==> src/rtl/fam_pkg.sv <==
package fam_pkg;

    // One signed radix-4 digit: magnitude one-hot (one / two), sign separate.
    typedef struct packed {
        logic neg;
        logic two;
        logic one;
    } mb_digit_t;

    // Sign-extended addend width: even, and wide enough for A+B.
    function automatic int sum_width(input int w);
        return (w % 2 == 0) ? w + 2 : w + 1;
    endfunction

    function automatic int num_digits(input int w);
        return sum_width(w) / 2;
    endfunction

    function automatic int prod_width(input int w);
        return 2 * w + 2;
    endfunction

    // Rows left after a number of 3:2 compression levels.
    function automatic int rows_at(input int r0, input int lvl);
        int r;
        r = r0;
        for (int i = 0; i < lvl; i++) begin
            r = r - r / 3;
        end
        return r;
    endfunction

    // Levels needed to bring r0 rows down to two.
    function automatic int tree_depth(input int r0);
        int r;
        int d;
        r = r0;
        d = 0;
        while (r > 2) begin
            r = r - r / 3;
            d++;
        end
        return d;
    endfunction

    // Digit value = s0 + e - 2*ng, mapped to sign and one-hot magnitude.
    function automatic mb_digit_t mb_encode(input logic s0, input logic ng, input logic e);
        mb_digit_t d;
        d.one = s0 ^ e;
        d.two = (s0 & e & ~ng) | (~s0 & ~e & ng);
        d.neg = ng & ~(s0 & e);
        return d;
    endfunction

    function automatic int digit_value(input mb_digit_t d);
        int v;
        v = d.two ? 2 : (d.one ? 1 : 0);
        return d.neg ? -v : v;
    endfunction

endpackage

==> src/rtl/fam_sum_recoder.sv <==
module fam_sum_recoder #(
    parameter int WIDTH = 8
) (
    input  logic [WIDTH-1:0]  a,
    input  logic [WIDTH-1:0]  b,
    output fam_pkg::mb_digit_t digits [fam_pkg::num_digits(WIDTH)]
);
    localparam int SW = fam_pkg::sum_width(WIDTH);
    localparam int ND = SW / 2;

    logic [SW-1:0] ax;
    logic [SW-1:0] bx;
    // carry from the high bit pair of the digit below, into the low-bit adder
    logic [ND-1:0] cv;
    // transfer from the middle position of the digit below, at weight 1
    logic [ND-1:0] ev;

    assign ax = {{(SW-WIDTH){a[WIDTH-1]}}, a};
    assign bx = {{(SW-WIDTH){b[WIDTH-1]}}, b};
    assign cv[0] = 1'b0;
    assign ev[0] = 1'b0;

    for (genvar j = 0; j < ND; j++) begin : g_dig
        logic s0;
        logic k;
        logic h;
        logic ng;

        // full adder on the low bit pair with the neighbour carry
        assign s0 = ax[2*j] ^ bx[2*j] ^ cv[j];
        assign k  = (ax[2*j] & bx[2*j]) | (cv[j] & (ax[2*j] ^ bx[2*j]));
        // half adder on the high bit pair
        assign h  = ax[2*j+1] ^ bx[2*j+1];
        // 2*(h+k) split into -2*ng here and a transfer of weight 4 upward
        assign ng = h ^ k;

        assign digits[j] = fam_pkg::mb_encode(s0, ng, ev[j]);

        if (j < ND - 1) begin : g_up
            assign cv[j+1] = ax[2*j+1] & bx[2*j+1];
            assign ev[j+1] = h | k;
        end
    end

endmodule

==> src/rtl/fam_pp_gen.sv <==
module fam_pp_gen #(
    parameter int WIDTH = 8
) (
    input  logic [WIDTH-1:0]   x,
    input  fam_pkg::mb_digit_t digits [fam_pkg::num_digits(WIDTH)],
    output logic [fam_pkg::prod_width(WIDTH)-1:0] rows [fam_pkg::num_digits(WIDTH)+1]
);
    localparam int PW = fam_pkg::prod_width(WIDTH);
    localparam int ND = fam_pkg::num_digits(WIDTH);

    logic [PW-1:0] xe;
    logic [PW-1:0] corr;

    assign xe = {{(PW-WIDTH){x[WIDTH-1]}}, x};

    for (genvar j = 0; j < ND; j++) begin : g_row
        logic [PW-1:0] mag;

        always_comb begin
            if (digits[j].two) begin
                mag = xe << 1;
            end else if (digits[j].one) begin
                mag = xe;
            end else begin
                mag = '0;
            end
        end

        // ones' complement here; the +1 goes into the correction row
        assign rows[j] = (digits[j].neg ? ~mag : mag) << (2 * j);
    end

    always_comb begin
        corr = '0;
        for (int j = 0; j < ND; j++) begin
            corr[2*j] = digits[j].neg;
        end
    end

    assign rows[ND] = corr;

endmodule

==> src/rtl/fam_csa.sv <==
module fam_csa #(
    parameter int PW = 18
) (
    input  logic [PW-1:0] x,
    input  logic [PW-1:0] y,
    input  logic [PW-1:0] z,
    output logic [PW-1:0] sum,
    output logic [PW-1:0] carry
);
    assign sum   = x ^ y ^ z;
    assign carry = {(x[PW-2:0] & y[PW-2:0]) |
                    (x[PW-2:0] & z[PW-2:0]) |
                    (y[PW-2:0] & z[PW-2:0]), 1'b0};
endmodule

==> src/rtl/fam_csa_tree.sv <==
module fam_csa_tree #(
    parameter int PW    = 18,
    parameter int NROWS = 6
) (
    input  logic [PW-1:0] rows_i [NROWS],
    output logic [PW-1:0] row_s,
    output logic [PW-1:0] row_c
);
    localparam int NLEV = fam_pkg::tree_depth(NROWS);

    for (genvar l = 0; l < NLEV; l++) begin : g_lvl
        localparam int RI = fam_pkg::rows_at(NROWS, l);
        localparam int RO = fam_pkg::rows_at(NROWS, l + 1);
        localparam int NG = RI / 3;

        logic [PW-1:0] src [RI];
        logic [PW-1:0] dst [RO];

        for (genvar i = 0; i < RI; i++) begin : g_src
            if (l == 0) begin : g_first
                assign src[i] = rows_i[i];
            end else begin : g_next
                assign src[i] = g_lvl[l-1].dst[i];
            end
        end

        for (genvar g = 0; g < NG; g++) begin : g_csa
            fam_csa #(.PW(PW)) u_csa (
                .x     (src[3*g]),
                .y     (src[3*g+1]),
                .z     (src[3*g+2]),
                .sum   (dst[2*g]),
                .carry (dst[2*g+1])
            );
        end

        for (genvar p = 0; p < RI - 3 * NG; p++) begin : g_pass
            assign dst[2*NG+p] = src[3*NG+p];
        end
    end

    if (NLEV == 0) begin : g_flat
        assign row_s = rows_i[0];
        assign row_c = rows_i[1];
    end else begin : g_tail
        assign row_s = g_lvl[NLEV-1].dst[0];
        assign row_c = g_lvl[NLEV-1].dst[1];
    end

endmodule

==> src/rtl/fam_unit.sv <==
module fam_unit #(
    parameter int WIDTH = 8
) (
    input  logic                 clk,
    input  logic                 rst,
    input  logic                 in_valid,
    input  logic [WIDTH-1:0]     in_a,
    input  logic [WIDTH-1:0]     in_b,
    input  logic [WIDTH-1:0]     in_x,
    output logic                 out_valid,
    output logic [2*WIDTH+1:0]   out_z
);
    localparam int PW = fam_pkg::prod_width(WIDTH);
    localparam int ND = fam_pkg::num_digits(WIDTH);
    localparam int NR = ND + 1;

    fam_pkg::mb_digit_t digits [ND];
    logic [PW-1:0]      pp_rows [NR];
    logic [PW-1:0]      row_s;
    logic [PW-1:0]      row_c;

    fam_sum_recoder #(.WIDTH(WIDTH)) u_rec (
        .a      (in_a),
        .b      (in_b),
        .digits (digits)
    );

    fam_pp_gen #(.WIDTH(WIDTH)) u_pp (
        .x      (in_x),
        .digits (digits),
        .rows   (pp_rows)
    );

    fam_csa_tree #(.PW(PW), .NROWS(NR)) u_tree (
        .rows_i (pp_rows),
        .row_s  (row_s),
        .row_c  (row_c)
    );

    always_ff @(posedge clk) begin
        if (rst) begin
            out_valid <= 1'b0;
            out_z     <= '0;
        end else begin
            out_valid <= in_valid;
            if (in_valid) begin
                out_z <= row_s + row_c;
            end
        end
    end

endmodule

==> config.mk <==
export PLATFORM = sky130hd
export DESIGN_NAME = fam_unit
export DESIGN_NICKNAME = d
export VERILOG_FILES = /design/src/rtl/fam_pkg.sv /design/src/rtl/fam_sum_recoder.sv /design/src/rtl/fam_pp_gen.sv /design/src/rtl/fam_csa.sv /design/src/rtl/fam_csa_tree.sv /design/src/rtl/fam_unit.sv
export SDC_FILE = /design/constraint.sdc
export NUM_CORES = 1
export LEC_CHECK = 0
export BUFFER_PORTS_ARGS = -buffer_cell sky130_fd_sc_hd__buf_2
export CAP_MARGIN = 25
export CORE_MARGIN = 2
export CORE_UTILIZATION = 60
export CTS_CLUSTER_SIZE = 14
export DETAILED_ROUTE_END_ITERATION = 16
export GPL_TIMING_DRIVEN = 0
export PLACE_DENSITY_LB_ADDON = 0.15
export RECOVER_POWER = 50
export SKIP_LAST_GASP = 1
export SLEW_MARGIN = 5
export SYNTH_ARGS = -nofsm -noshare
export SYNTH_HDL_FRONTEND = slang
export SYNTH_SLANG_ARGS = --single-unit
==> constraint.sdc <==
create_clock -name clk -period 5.7 [get_ports clk]
set_clock_uncertainty 0.1 [all_clocks]
set_input_delay 0 -clock clk [delete_from_list [all_inputs] [get_ports clk]]
set_output_delay 0 -clock clk [all_outputs]
set_load 0.05 [all_outputs]
==> impl_results.html, run 1 <==
<table>
<tr><th>Metric</th><th>Value</th></tr>
<tr><th colspan="2">Run status</th></tr>
<tr><td>Result of the run</td><td>completed</td></tr>
<tr><th colspan="2">CTS</th></tr>
<tr><td>Htree depth</td><td>1</td></tr>
<tr><td>Clock root buffer</td><td>clkbuf_8</td></tr>
<tr><td>Skew-Pair Late Insertion Delay</td><td>250 ps</td></tr>
<tr><td>Number of buffers inserted for hold repair after clock tree synthesis</td><td>0</td></tr>
<tr><td>Post-CTS Setup Repair Bufs</td><td>0</td></tr>
<tr><td>Count of cells resized by post-cts repair</td><td>0</td></tr>
<tr><td>CTS tree</td><td>yes</td></tr>
<tr><td>TritonCTS sink count</td><td>19</td></tr>
<tr><td>Largest buffer count on any clock path</td><td>2</td></tr>
<tr><td>Clock transition at path regs</td><td>60 ps</td></tr>
<tr><td>Cts bufs inserted</td><td>3</td></tr>
<tr><th colspan="2">Floorplanning</th></tr>
<tr><td>Horizontal die dimension</td><td>89.75 µm</td></tr>
<tr><td>Number of placed I/O pins</td><td>46</td></tr>
<tr><td>Starting density of the core</td><td>61.48%</td></tr>
<tr><td>Std-Cell Rows</td><td>31</td></tr>
<tr><td>Height of the die</td><td>89.75 µm</td></tr>
<tr><td>Total core area</td><td>7176 µm²</td></tr>
<tr><td>Die area</td><td>8055 µm²</td></tr>
<tr><th colspan="2">Global route</th></tr>
<tr><td>Pin count of the biggest net entering global routing</td><td>11</td></tr>
<tr><td>Wire length of the first global-routing pass</td><td>18130 µm</td></tr>
<tr><td>Antenna violations before repair</td><td>0</td></tr>
<tr><td>Remaining global-route overflow</td><td>0</td></tr>
<tr><td>Vias in the first global route</td><td>4036</td></tr>
<tr><td>Tot GR Track Use</td><td>26.27%</td></tr>
<tr><th colspan="2">Synth</th></tr>
<tr><td>Synthesized area per cell</td><td>7.516 µm²</td></tr>
<tr><td>Dominant register cell in the synthesized netlist</td><td>dfxtp_1</td></tr>
<tr><td>Synthesized area</td><td>4412 µm²</td></tr>
<tr><td>Number of flops mapped to enable cells by yosys</td><td>0</td></tr>
<tr><td>Number of unique standard cell types used by synthesis</td><td>49</td></tr>
<tr><td>Share of the yosys chip area belonging to registers</td><td>8.622%</td></tr>
<tr><td>Ys Warns</td><td>0</td></tr>
<tr><td>Synthesis-stage register bit count</td><td>19</td></tr>
<tr><td>Syn nets</td><td>702</td></tr>
<tr><td>Syn Inst Count</td><td>587</td></tr>
<tr><td>FFs w/ async S/R, synth</td><td>0%</td></tr>
<tr><th colspan="2">Timing</th></tr>
<tr><td>Worst Hold Slack</td><td>29.19 ps</td></tr>
<tr><td>Final-report setup violation count</td><td>0</td></tr>
<tr><td>Worst-margin pin slew</td><td>624.4 ps</td></tr>
<tr><td>Sum of negative setup slack</td><td>0 ps</td></tr>
<tr><td>Fraction of the cycle the final worst path needs</td><td>94.11%</td></tr>
<tr><td>Relative max-transition margin</td><td>57.93%</td></tr>
<tr><td>Number of hold violations in the final report</td><td>0</td></tr>
<tr><td>Maximum clock frequency</td><td>186.4 MHz</td></tr>
<tr><td>Time the final worst path needs with I/O delays and setup</td><td>5364 ps</td></tr>
<tr><td>Unrepaired setup endpoints after global routing</td><td>no</td></tr>
<tr><td>Count of pins over their slew limit</td><td>0</td></tr>
<tr><th colspan="2">Cells and area</th></tr>
<tr><td>Most frequent cells in the layout</td><td>80 x inv_1, 60 x a21oi_1, 55 x ha_1, 49 x clkbuf_1, 48 x nand2_1</td></tr>
<tr><td>Fillers</td><td>638</td></tr>
<tr><td>Antenna Cells</td><td>0</td></tr>
<tr><td>FF/Latch Area</td><td>380.4 µm²</td></tr>
<tr><td>Core utilization of the finished layout</td><td>66.26%</td></tr>
<tr><td>Area of the multi-input gates</td><td>3572 µm²</td></tr>
<tr><td>Most frequent standard cell in the layout excluding fill and tap cells</td><td>inv_1</td></tr>
<tr><td>Relative area change from synthesis to final layout</td><td>7.771%</td></tr>
<tr><td>Fraction of final layout cells with drive strength greater than 1</td><td>7.313%</td></tr>
<tr><td>Final #Nets</td><td>745</td></tr>
<tr><th colspan="2">Critical path</th></tr>
<tr><td>Arr. time, crit path</td><td>5410 ps</td></tr>
<tr><td>Critical Path End Type</td><td>flop</td></tr>
<tr><td>Worst Path Max Fanout</td><td>7</td></tr>
<tr><td>Required @ worst endpoint</td><td>5750 ps</td></tr>
<tr><td>Classification of the worst setup path</td><td>in -&gt; reg</td></tr>
<tr><td>Reg-to-reg setup timing slack</td><td>4790 ps</td></tr>
<tr><td>Startpoint kind of the worst setup timing path</td><td>input port</td></tr>
<tr><th colspan="2">Detailed routing</th></tr>
<tr><td>Via count normalized by instance count</td><td>5.846</td></tr>
<tr><td>Detailed route wirelength on metal3</td><td>583 µm</td></tr>
<tr><td>Routed met2 length</td><td>5025 µm</td></tr>
<tr><td>Met1 wire length</td><td>4744 µm</td></tr>
<tr><td>Antenna violation net count after detailed routing</td><td>0</td></tr>
<tr><td>Routed WL</td><td>10600 µm</td></tr>
<tr><td>Starting DRT DRC Count</td><td>201</td></tr>
<tr><td>First-pass iteration count of the detailed router</td><td>5</td></tr>
<tr><td>Highest metal used</td><td>met4</td></tr>
<tr><td>Average wire per cell in the routed design</td><td>14.56 µm</td></tr>
<tr><td>Vias</td><td>4256</td></tr>
<tr><td>Drc violations</td><td>0</td></tr>
<tr><th colspan="2">Hold path</th></tr>
<tr><td>Worst hold path type</td><td>in -&gt; reg</td></tr>
<tr><th colspan="2">Place</th></tr>
<tr><td>Half-perimeter wire length after detailed placement</td><td>8618 µm</td></tr>
<tr><td>Buffers on Ports</td><td>41</td></tr>
<tr><td>Weighted congestion reported at the end of routability-driven placement</td><td>0.9028</td></tr>
<tr><th colspan="2">Flow run</th></tr>
<tr><td>Number of violations of the max-capacitance limit</td><td>0</td></tr>
</table>
[metal layers]
layer	GRT usage, %	vias up
li1	-	2091
met1	34.70	1994
met2	46.78	148
met4	7.564	0
met5	0	-
met3	1.425	23
[worst paths after layout]
kind                                             start                endpoint  cells after the start
worst max-delay path                           in_a[1]  out_z[16]$_SDFFE_PP0P_                     23
worst min-delay path                          in_valid  out_z[14]$_SDFFE_PP0P_                      3
worst max register to register  out_z[17]$_SDFFE_PP0P_  out_z[17]$_SDFFE_PP0P_                      3
worst min register to register  out_z[16]$_SDFFE_PP0P_  out_z[16]$_SDFFE_PP0P_                      1
[through the flow]
stage          worst slack, ps  area (µm²)  instances
2_1_floorplan            396.0        4412        587
3_3_place_gp            -71.89        4741        727
4_1_cts                  93.55        4786        731
6_report                 335.7        4755        728
3_5_place_dp            -160.3        4741        727
5_1_grt                  20.22        4755        728
[sequential cells by signal (all words and copies together) (netlist names)]
signal,count
out_valid,1
out_z,18
[cells in the mapped netlist, types with 2 or more instances]
cell type / instances / area share (%)
inv_1: 80 / 6.8
a32o_1: 4 / 0.91
xor2_1: 6 / 1.2
o221ai_1: 4 / 0.79
a221o_1: 4 / 0.91
o21a_1: 4 / 0.68
a211oi_1: 7 / 1.2
a211o_1: 4 / 0.79
nor2b_1: 10 / 1.4
nor3_1: 2 / 0.23
a221oi_1: 5 / 0.99
a31oi_1: 3 / 0.43
and2_1: 2 / 0.28
fa_1: 33 / 15
buf_1: 5 / 0.43
mux2_2: 11 / 2.8
o21ai_0: 32 / 3.6
nor3b_1: 3 / 0.51
or3_1: 5 / 0.71
nand2_1: 48 / 4.1
o22ai_1: 3 / 0.43
a22oi_1: 6 / 1.0
nand3_1: 6 / 0.68
a22o_1: 8 / 1.6
clkbuf_1: 35 / 3.0
xnor2_1: 23 / 4.6
a21o_2: 2 / 0.40
mux2i_1: 12 / 2.7
and3_1: 7 / 0.99
o211ai_1: 4 / 0.68
a311oi_1: 5 / 0.99
a21o_1: 7 / 1.2
nand2b_1: 5 / 0.71
dfxtp_1: 19 / 8.6
a21oi_1: 60 / 6.8
nor2_1: 46 / 3.9
ha_1: 55 / 16
[layout make-up]
type / count / share of cell area, %
buffer: 38 / 3.079
clock buffer: 4 / 0.9474
inverter: 81 / 6.395
multi-input combinational: 446 / 75.13
sequential: 19 / 8.000
tap: 99 / 2.605
timing repair buffer: 41 / 3.842
[critical path: stages]
cell and delay, ps:
buf_2 100, ha_1 200, fa_1 350, inv_1 70
ha_1 170, inv_1 70, ha_1 200, nor2b_1 100
buf_1 350, inv_2 160, xnor2_1 200, fa_1 600
inv_1 130, fa_1 500, inv_1 50, fa_1 470
inv_1 40, ha_1 370, a21o_1 220, a21o_1 190
a221o_1 350, or3_1 310, a32o_1 240
[kinds of logic (layout without fill, tap and decap cells)]
logic type / Yosys count / count (layout) / share of synthesized area [%]
flip-flops: 19 / 19 / 8.622
XOR/XNOR: 29 / 29 / 5.757
adder cells (fa/ha/maj): 88 / 88 / 30.57
AO/OA/AOI/OAI: 167 / 167 / 24.67
AND/OR/NAND/NOR: 139 / 139 / 14.44
multiplexers: 23 / 23 / 5.530
buffers and inverters: 122 / 164 / 10.41
Power of run 1 is not shown: default switching activity piles up to over one toggle a cycle in this logic, so the estimate is an artifact.
==> run 2, diff against run 1 <==
--- a/config.mk
+++ b/config.mk
@@ -6,14 +6,13 @@
 export NUM_CORES = 1
 export LEC_CHECK = 0
 export BUFFER_PORTS_ARGS = -buffer_cell sky130_fd_sc_hd__buf_2
-export CAP_MARGIN = 25
+export CAP_MARGIN = 15
 export CORE_MARGIN = 2
 export CORE_UTILIZATION = 60
 export CTS_CLUSTER_SIZE = 14
 export DETAILED_ROUTE_END_ITERATION = 16
 export GPL_TIMING_DRIVEN = 0
 export PLACE_DENSITY_LB_ADDON = 0.15
-export RECOVER_POWER = 50
 export SKIP_LAST_GASP = 1
 export SLEW_MARGIN = 5
 export SYNTH_ARGS = -nofsm -noshare
==> run 2 against run 1 <==
  * Core utilization rose by 0.33 points
  * Worst setup slack improved by 2.9 ps
  * Cell area rose by 0.50%
  * Wire length fell by 0.38%
  * Clock-buffer cell count did not move
  * Sequential share of layout area barely moved
  * Via count barely moved
  * Final cell count did not move
  * Highest routed layer unchanged
  * Largest cell class unchanged
==> impl_results.html, run 2 (synthesis gave the netlist of run 1 again) <==
<table>
<tr><th>Metric</th><th>Value</th></tr>
<tr><th colspan="2">Floorplanning</th></tr>
<tr><td>Std-Cell Rows</td><td>31</td></tr>
<tr><td>Die area</td><td>8055 µm²</td></tr>
<tr><td>Height of the die</td><td>89.75 µm</td></tr>
<tr><td>Horizontal die dimension</td><td>89.75 µm</td></tr>
<tr><td>Starting density of the core</td><td>61.48%</td></tr>
<tr><td>Number of placed I/O pins</td><td>46</td></tr>
<tr><td>Total core area</td><td>7176 µm²</td></tr>
<tr><th colspan="2">Cells and area</th></tr>
<tr><td>Relative area change from synthesis to final layout</td><td>8.310%</td></tr>
<tr><td>Fraction of final layout cells with drive strength greater than 1</td><td>10.33%</td></tr>
<tr><td>Antenna Cells</td><td>0</td></tr>
<tr><td>Fillers</td><td>630</td></tr>
<tr><td>Biggest register</td><td>out_z</td></tr>
<tr><td>Largest registers ranked by flip-flop count</td><td>out_z x18, out_valid x1</td></tr>
<tr><td>Final #Nets</td><td>745</td></tr>
<tr><td>Most frequent standard cell in the layout excluding fill and tap cells</td><td>inv_1</td></tr>
<tr><td>FF/Latch Area</td><td>380.4 µm²</td></tr>
<tr><td>Largest register FFs</td><td>18</td></tr>
<tr><td>Area of the multi-input gates</td><td>3572 µm²</td></tr>
<tr><td>Most frequent cells in the layout</td><td>80 x inv_1, 60 x a21oi_1, 55 x ha_1, 48 x nand2_1, 46 x nor2_1</td></tr>
<tr><th colspan="2">Global route</th></tr>
<tr><td>Vias in the first global route</td><td>4036</td></tr>
<tr><td>Pin count of the biggest net entering global routing</td><td>11</td></tr>
<tr><td>Tot GR Track Use</td><td>26.27%</td></tr>
<tr><td>Wire length of the first global-routing pass</td><td>18130 µm</td></tr>
<tr><td>Remaining global-route overflow</td><td>0</td></tr>
<tr><td>Antenna violations before repair</td><td>0</td></tr>
<tr><th colspan="2">Detailed routing</th></tr>
<tr><td>Antenna violation net count after detailed routing</td><td>0</td></tr>
<tr><td>Drc violations</td><td>0</td></tr>
<tr><td>First-pass iteration count of the detailed router</td><td>5</td></tr>
<tr><td>Average wire per cell in the routed design</td><td>14.50 µm</td></tr>
<tr><td>Vias</td><td>4260</td></tr>
<tr><td>Starting DRT DRC Count</td><td>208</td></tr>
<tr><td>Routed WL</td><td>10560 µm</td></tr>
<tr><td>Via count normalized by instance count</td><td>5.852</td></tr>
<tr><th colspan="2">Flow run</th></tr>
<tr><td>Number of violations of the max-capacitance limit</td><td>0</td></tr>
<tr><th colspan="2">Timing</th></tr>
<tr><td>Final-report setup violation count</td><td>0</td></tr>
<tr><td>Fraction of the cycle the final worst path needs</td><td>94.06%</td></tr>
<tr><td>Number of hold violations in the final report</td><td>0</td></tr>
<tr><td>Relative max-transition margin</td><td>57.29%</td></tr>
<tr><td>Time the final worst path needs with I/O delays and setup</td><td>5361 ps</td></tr>
<tr><td>Worst Hold Slack</td><td>28.12 ps</td></tr>
<tr><td>Maximum clock frequency</td><td>186.5 MHz</td></tr>
<tr><td>Worst-margin pin slew</td><td>634.0 ps</td></tr>
<tr><td>Unrepaired setup endpoints after global routing</td><td>no</td></tr>
<tr><td>Count of pins over their slew limit</td><td>0</td></tr>
<tr><th colspan="2">Critical path</th></tr>
<tr><td>Arr. time, crit path</td><td>5410 ps</td></tr>
<tr><td>Worst Path Max Fanout</td><td>7</td></tr>
<tr><td>Classification of the worst setup path</td><td>in -&gt; reg</td></tr>
<tr><td>Required @ worst endpoint</td><td>5750 ps</td></tr>
<tr><td>Startpoint kind of the worst setup timing path</td><td>input port</td></tr>
<tr><td>Critical Path End Type</td><td>flop</td></tr>
<tr><th colspan="2">CTS</th></tr>
<tr><td>Cts bufs inserted</td><td>3</td></tr>
<tr><td>Skew-Pair Late Insertion Delay</td><td>260 ps</td></tr>
<tr><td>Htree depth</td><td>1</td></tr>
<tr><td>CTS tree</td><td>yes</td></tr>
<tr><td>Number of buffers inserted for hold repair after clock tree synthesis</td><td>0</td></tr>
<tr><td>Clock transition at path regs</td><td>60 ps</td></tr>
<tr><td>Clock root buffer</td><td>clkbuf_8</td></tr>
<tr><td>TritonCTS sink count</td><td>19</td></tr>
<tr><td>Largest buffer count on any clock path</td><td>2</td></tr>
<tr><th colspan="2">Place</th></tr>
<tr><td>Half-perimeter wire length after detailed placement</td><td>8618 µm</td></tr>
<tr><td>Buffers on Ports</td><td>41</td></tr>
<tr><td>Weighted congestion reported at the end of routability-driven placement</td><td>0.9028</td></tr>
<tr><th colspan="2">Run status</th></tr>
<tr><td>Result of the run</td><td>completed</td></tr>
<tr><th colspan="2">Hold path</th></tr>
<tr><td>Worst hold path type</td><td>in -&gt; reg</td></tr>
</table>
[run 2: routing by layer]
metal	track usage (%)	routed length, µm	vias to the layer above
li1	-	-	2090
met1	34.70	4710	1992
met2	46.78	5027	155
met3	1.425	575	23
met4	7.564	246	0
met5	0	0	-
[run 2: metrics by stage]
stage	setup slack (ps)	std cells	TNS, ps	util (%)	instance area [µm²]
global route	20.22	728	0	66.59	4778
CTS	93.55	731	0	66.70	4786
detailed placement	-160.3	727	-268.9	66.07	4741
global placement	-71.89	727	-91.34	66.07	4741
floorplan	396.0	587	0	-	4412
finish	338.5	728	0	66.59	4778
[run 2: area by class of cell]
cell class | instances | area share (%)
Timing Repair Buffer | 41 | 4.294
Multi-Input combinational cell | 446 | 74.76
Sequential cell | 19 | 7.960
Tap cell | 99 | 2.592
Inverter | 81 | 6.363
Clock buffer | 4 | 0.9427
Buffer | 38 | 3.090
[run 2: final timing paths]
path | start | to | slack [ps] | cells after the start
min reg2reg | out_z[16]$_SDFFE_PP0P_ | out_z[16]$_SDFFE_PP0P_ | 360 | 1
min | in_valid | out_z[14]$_SDFFE_PP0P_ | 30 | 3
max | in_a[1] | out_z[16]$_SDFFE_PP0P_ | 340 | 23
max reg2reg | out_z[17]$_SDFFE_PP0P_ | out_z[17]$_SDFFE_PP0P_ | 4790 | 3
[run 2: critical path, cell delays in order]
cell and delay (ps):
buf_2 100, ha_1 200, fa_1 350, inv_1 70, ha_1 170, inv_1 70
ha_1 200, nor2b_1 100, buf_1 350, inv_2 160, xnor2_1 200, fa_1 600
inv_1 130, fa_1 500, inv_1 50, fa_1 470, inv_1 40, ha_1 370
a21o_1 220, a21o_1 190, a221o_1 350, or3_1 310, a32o_1 240
[run 2: repair_timing]
action,4_1_cts,5_1_grt
resized for setup,0,7
setup buffers,0,0
endpoints found under the setup margin,0,2
Power of run 2 is left out for the same reason.
==> run 3, diff against run 2 <==
==> constraint.sdc (replaced) <==
create_clock -name clk -period 5.02 [get_ports clk]
set_clock_uncertainty 0.1 [all_clocks]
set_input_delay 0 -clock clk [delete_from_list [all_inputs] [get_ports clk]]
set_output_delay 0 -clock clk [all_outputs]
set_load 0.05 [all_outputs]
==> run 3 against run 2 <==
  * Non-clock buffer count is 9 higher
  * Sequential cell count stayed put
  * Worst hold slack worse by 7.1 ps
  * Die area stayed put
  * Largest cell class unchanged
==> impl_results.html, run 3 (synthesis gave the netlist of run 1 again) <==
<table>
<tr><th>Metric</th><th>Value</th></tr>
<tr><th colspan="2">Detailed routing</th></tr>
<tr><td>Average wire per cell in the routed design</td><td>15.20 µm</td></tr>
<tr><td>First-pass iteration count of the detailed router</td><td>5</td></tr>
<tr><td>Antenna violation net count after detailed routing</td><td>0</td></tr>
<tr><td>Via count normalized by instance count</td><td>5.887</td></tr>
<tr><td>Routed WL</td><td>11200 µm</td></tr>
<tr><td>Vias</td><td>4339</td></tr>
<tr><td>Drc violations</td><td>0</td></tr>
<tr><td>Starting DRT DRC Count</td><td>239</td></tr>
<tr><th colspan="2">Hold path</th></tr>
<tr><td>Worst hold path type</td><td>in -&gt; reg</td></tr>
<tr><td>Hold depth</td><td>2</td></tr>
<tr><td>End point of the most critical hold path</td><td>out_z[10]$_SDFFE_PP0P_</td></tr>
<tr><td>Startpoint of the lowest-slack hold path</td><td>rst</td></tr>
<tr><th colspan="2">Floorplanning</th></tr>
<tr><td>Starting density of the core</td><td>61.48%</td></tr>
<tr><td>Die area</td><td>8055 µm²</td></tr>
<tr><td>Number of placed I/O pins</td><td>46</td></tr>
<tr><td>Std-Cell Rows</td><td>31</td></tr>
<tr><td>Height of the die</td><td>89.75 µm</td></tr>
<tr><td>Horizontal die dimension</td><td>89.75 µm</td></tr>
<tr><td>Total core area</td><td>7176 µm²</td></tr>
<tr><th colspan="2">Cells and area</th></tr>
<tr><td>Largest register FFs</td><td>18</td></tr>
<tr><td>FF/Latch Area</td><td>380.4 µm²</td></tr>
<tr><td>Largest registers ranked by flip-flop count</td><td>out_z x18, out_valid x1</td></tr>
<tr><td>Relative area change from synthesis to final layout</td><td>18.26%</td></tr>
<tr><td>Fillers</td><td>589</td></tr>
<tr><td>Most frequent cells in the layout</td><td>77 x inv_1, 55 x a21oi_1, 48 x nand2_1, 46 x buf_2, 44 x nor2_1</td></tr>
<tr><td>Biggest register</td><td>out_z</td></tr>
<tr><td>Core utilization of the finished layout</td><td>72.71%</td></tr>
<tr><td>Fraction of final layout cells with drive strength greater than 1</td><td>21.79%</td></tr>
<tr><td>Final #Nets</td><td>754</td></tr>
<tr><td>Antenna Cells</td><td>0</td></tr>
<tr><td>Most frequent standard cell in the layout excluding fill and tap cells</td><td>inv_1</td></tr>
<tr><td>Area of the multi-input gates</td><td>3890 µm²</td></tr>
<tr><th colspan="2">Timing</th></tr>
<tr><td>Fraction of the cycle the final worst path needs</td><td>97.39%</td></tr>
<tr><td>Relative max-transition margin</td><td>55.10%</td></tr>
<tr><td>Time the final worst path needs with I/O delays and setup</td><td>4889 ps</td></tr>
<tr><td>Maximum clock frequency</td><td>204.5 MHz</td></tr>
<tr><td>Worst-margin pin slew</td><td>673.5 ps</td></tr>
<tr><td>Count of pins over their slew limit</td><td>0</td></tr>
<tr><td>Final-report setup violation count</td><td>0</td></tr>
<tr><td>Number of hold violations in the final report</td><td>0</td></tr>
<tr><th colspan="2">Global route</th></tr>
<tr><td>Tot GR Track Use</td><td>25.94%</td></tr>
<tr><td>Vias in the first global route</td><td>3943</td></tr>
<tr><td>Pin count of the biggest net entering global routing</td><td>11</td></tr>
<tr><td>Wire length of the first global-routing pass</td><td>17860 µm</td></tr>
<tr><td>Remaining global-route overflow</td><td>0</td></tr>
<tr><td>Antenna violations before repair</td><td>0</td></tr>
<tr><th colspan="2">Place</th></tr>
<tr><td>Half-perimeter wire length after detailed placement</td><td>8564 µm</td></tr>
<tr><td>Buffers on Ports</td><td>41</td></tr>
<tr><td>Weighted congestion reported at the end of routability-driven placement</td><td>0.8994</td></tr>
<tr><th colspan="2">Run status</th></tr>
<tr><td>Result of the run</td><td>completed</td></tr>
<tr><th colspan="2">Critical path</th></tr>
<tr><td>Arr. time, crit path</td><td>4940 ps</td></tr>
<tr><td>Library cell appearing most often on the critical path</td><td>fa_1</td></tr>
<tr><td>Worst Path Max Fanout</td><td>7</td></tr>
<tr><td>Classification of the worst setup path</td><td>in -&gt; reg</td></tr>
<tr><td>Stages on the worst setup path</td><td>22</td></tr>
<tr><td>Required @ worst endpoint</td><td>5070 ps</td></tr>
<tr><td>CP Buf/Inv Count</td><td>6</td></tr>
<tr><td>R2R Path End</td><td>out_z[17]$_SDFFE_PP0P_</td></tr>
<tr><td>Slowest cell on the critical path</td><td>fa_1</td></tr>
<tr><td>Source of the worst register-to-register timing path</td><td>out_z[17]$_SDFFE_PP0P_</td></tr>
<tr><td>Critical Path End Type</td><td>flop</td></tr>
<tr><td>R2R cell count</td><td>3</td></tr>
<tr><td>Category of cells accounting for the largest share of critical-path delay</td><td>adder cells</td></tr>
<tr><td>Slowest Stage Delay on Critical Path</td><td>530 ps</td></tr>
<tr><td>Startpoint kind of the worst setup timing path</td><td>input port</td></tr>
<tr><td>Worst path cell trace</td><td>buf_2, ha_2, fa_1, inv_2, ha_4, inv_2, ha_4, mux2_4, o21ai_4, xnor2_2, fa_1, inv_2, fa_1, inv_1, fa_1, inv_1, ha_4, a21o_1, a21o_1, a221o_1, or3_1, a32o_1</td></tr>
<tr><td>Reg-to-reg setup timing slack</td><td>4060 ps</td></tr>
<tr><th colspan="2">CTS</th></tr>
<tr><td>Clock root buffer</td><td>clkbuf_8</td></tr>
<tr><td>Number of buffers inserted for hold repair after clock tree synthesis</td><td>0</td></tr>
<tr><td>Cts bufs inserted</td><td>3</td></tr>
<tr><td>Clock transition at path regs</td><td>70 ps</td></tr>
<tr><td>TritonCTS sink count</td><td>19</td></tr>
<tr><td>Largest buffer count on any clock path</td><td>2</td></tr>
<tr><td>Skew-Pair Late Insertion Delay</td><td>250 ps</td></tr>
<tr><td>Htree depth</td><td>1</td></tr>
<tr><td>CTS tree</td><td>yes</td></tr>
<tr><th colspan="2">Flow run</th></tr>
<tr><td>Number of violations of the max-capacitance limit</td><td>0</td></tr>
</table>
==> run 3: worst max path at each step <==
stage,start,end,slack (ps)
after floorplan,in_a[1],out_z[16]$_SDFFE_PP0P_,40
after global placement,in_a[3],out_z[16]$_SDFFE_PP0P_,-510
after detailed placement,in_a[1],out_z[16]$_SDFFE_PP0P_,-560
after CTS,in_a[3],out_z[15]$_SDFFE_PP0P_,-3
after global routing,in_a[1],out_z[16]$_SDFFE_PP0P_,-10
final,in_a[1],out_z[16]$_SDFFE_PP0P_,130
==> run 3: area by class of cell <==
class	instances	share of cell area, %
multi-input combinational	446	74.56
sequential	19	7.290
inverter	81	5.875
timing repair buffer	51	5.324
buffer	37	3.717
tap	99	2.374
clock buffer	4	0.8633
==> run 3: stage by stage <==
step / std cells / area, µm² / setup TNS [ps] / setup slack, ps / hold slack (ps)
5_1_grt: 737 / 5218 / -28.37 / -11.31 / 57.51
3_5_place_dp: 727 / 4786 / -3511 / -561.1 / 297.5
4_1_cts: 732 / 4910 / -4.072 / -2.899 / 28.82
6_report: 737 / 5218 / 0 / 130.8 / 21.00
2_1_floorplan: 587 / 4457 / 0 / 40.21 / 122.4
3_3_place_gp: 727 / 4786 / -2838 / -509.2 / 287.6
==> run 3: worst register-to-register path: cells and delay by family, from the launching register on <==
family,cells,cell delay (ps)
compound gates,2,290
flops,1,310
simple gates,1,140
==> run 3: per-layer routing <==
layer | track usage, % | wire length (µm) | part of all wire [%]
met1 | 34.91 | 4836 | 43
met2 | 45.27 | 5397 | 48
met3 | 1.257 | 684 | 6.1
met4 | 7.949 | 282 | 2.5
met5 | 0 | 0 | 0
==> run 3: what timing repair did <==
item / CTS / global route
setup endpoints to repair: 7 / 9
resized for setup: 23 / 79
pin swaps: 5 / 16
setup buffers: 3 / 6
cloned: 0 / 1
Power of run 3 is left out for the same reason.
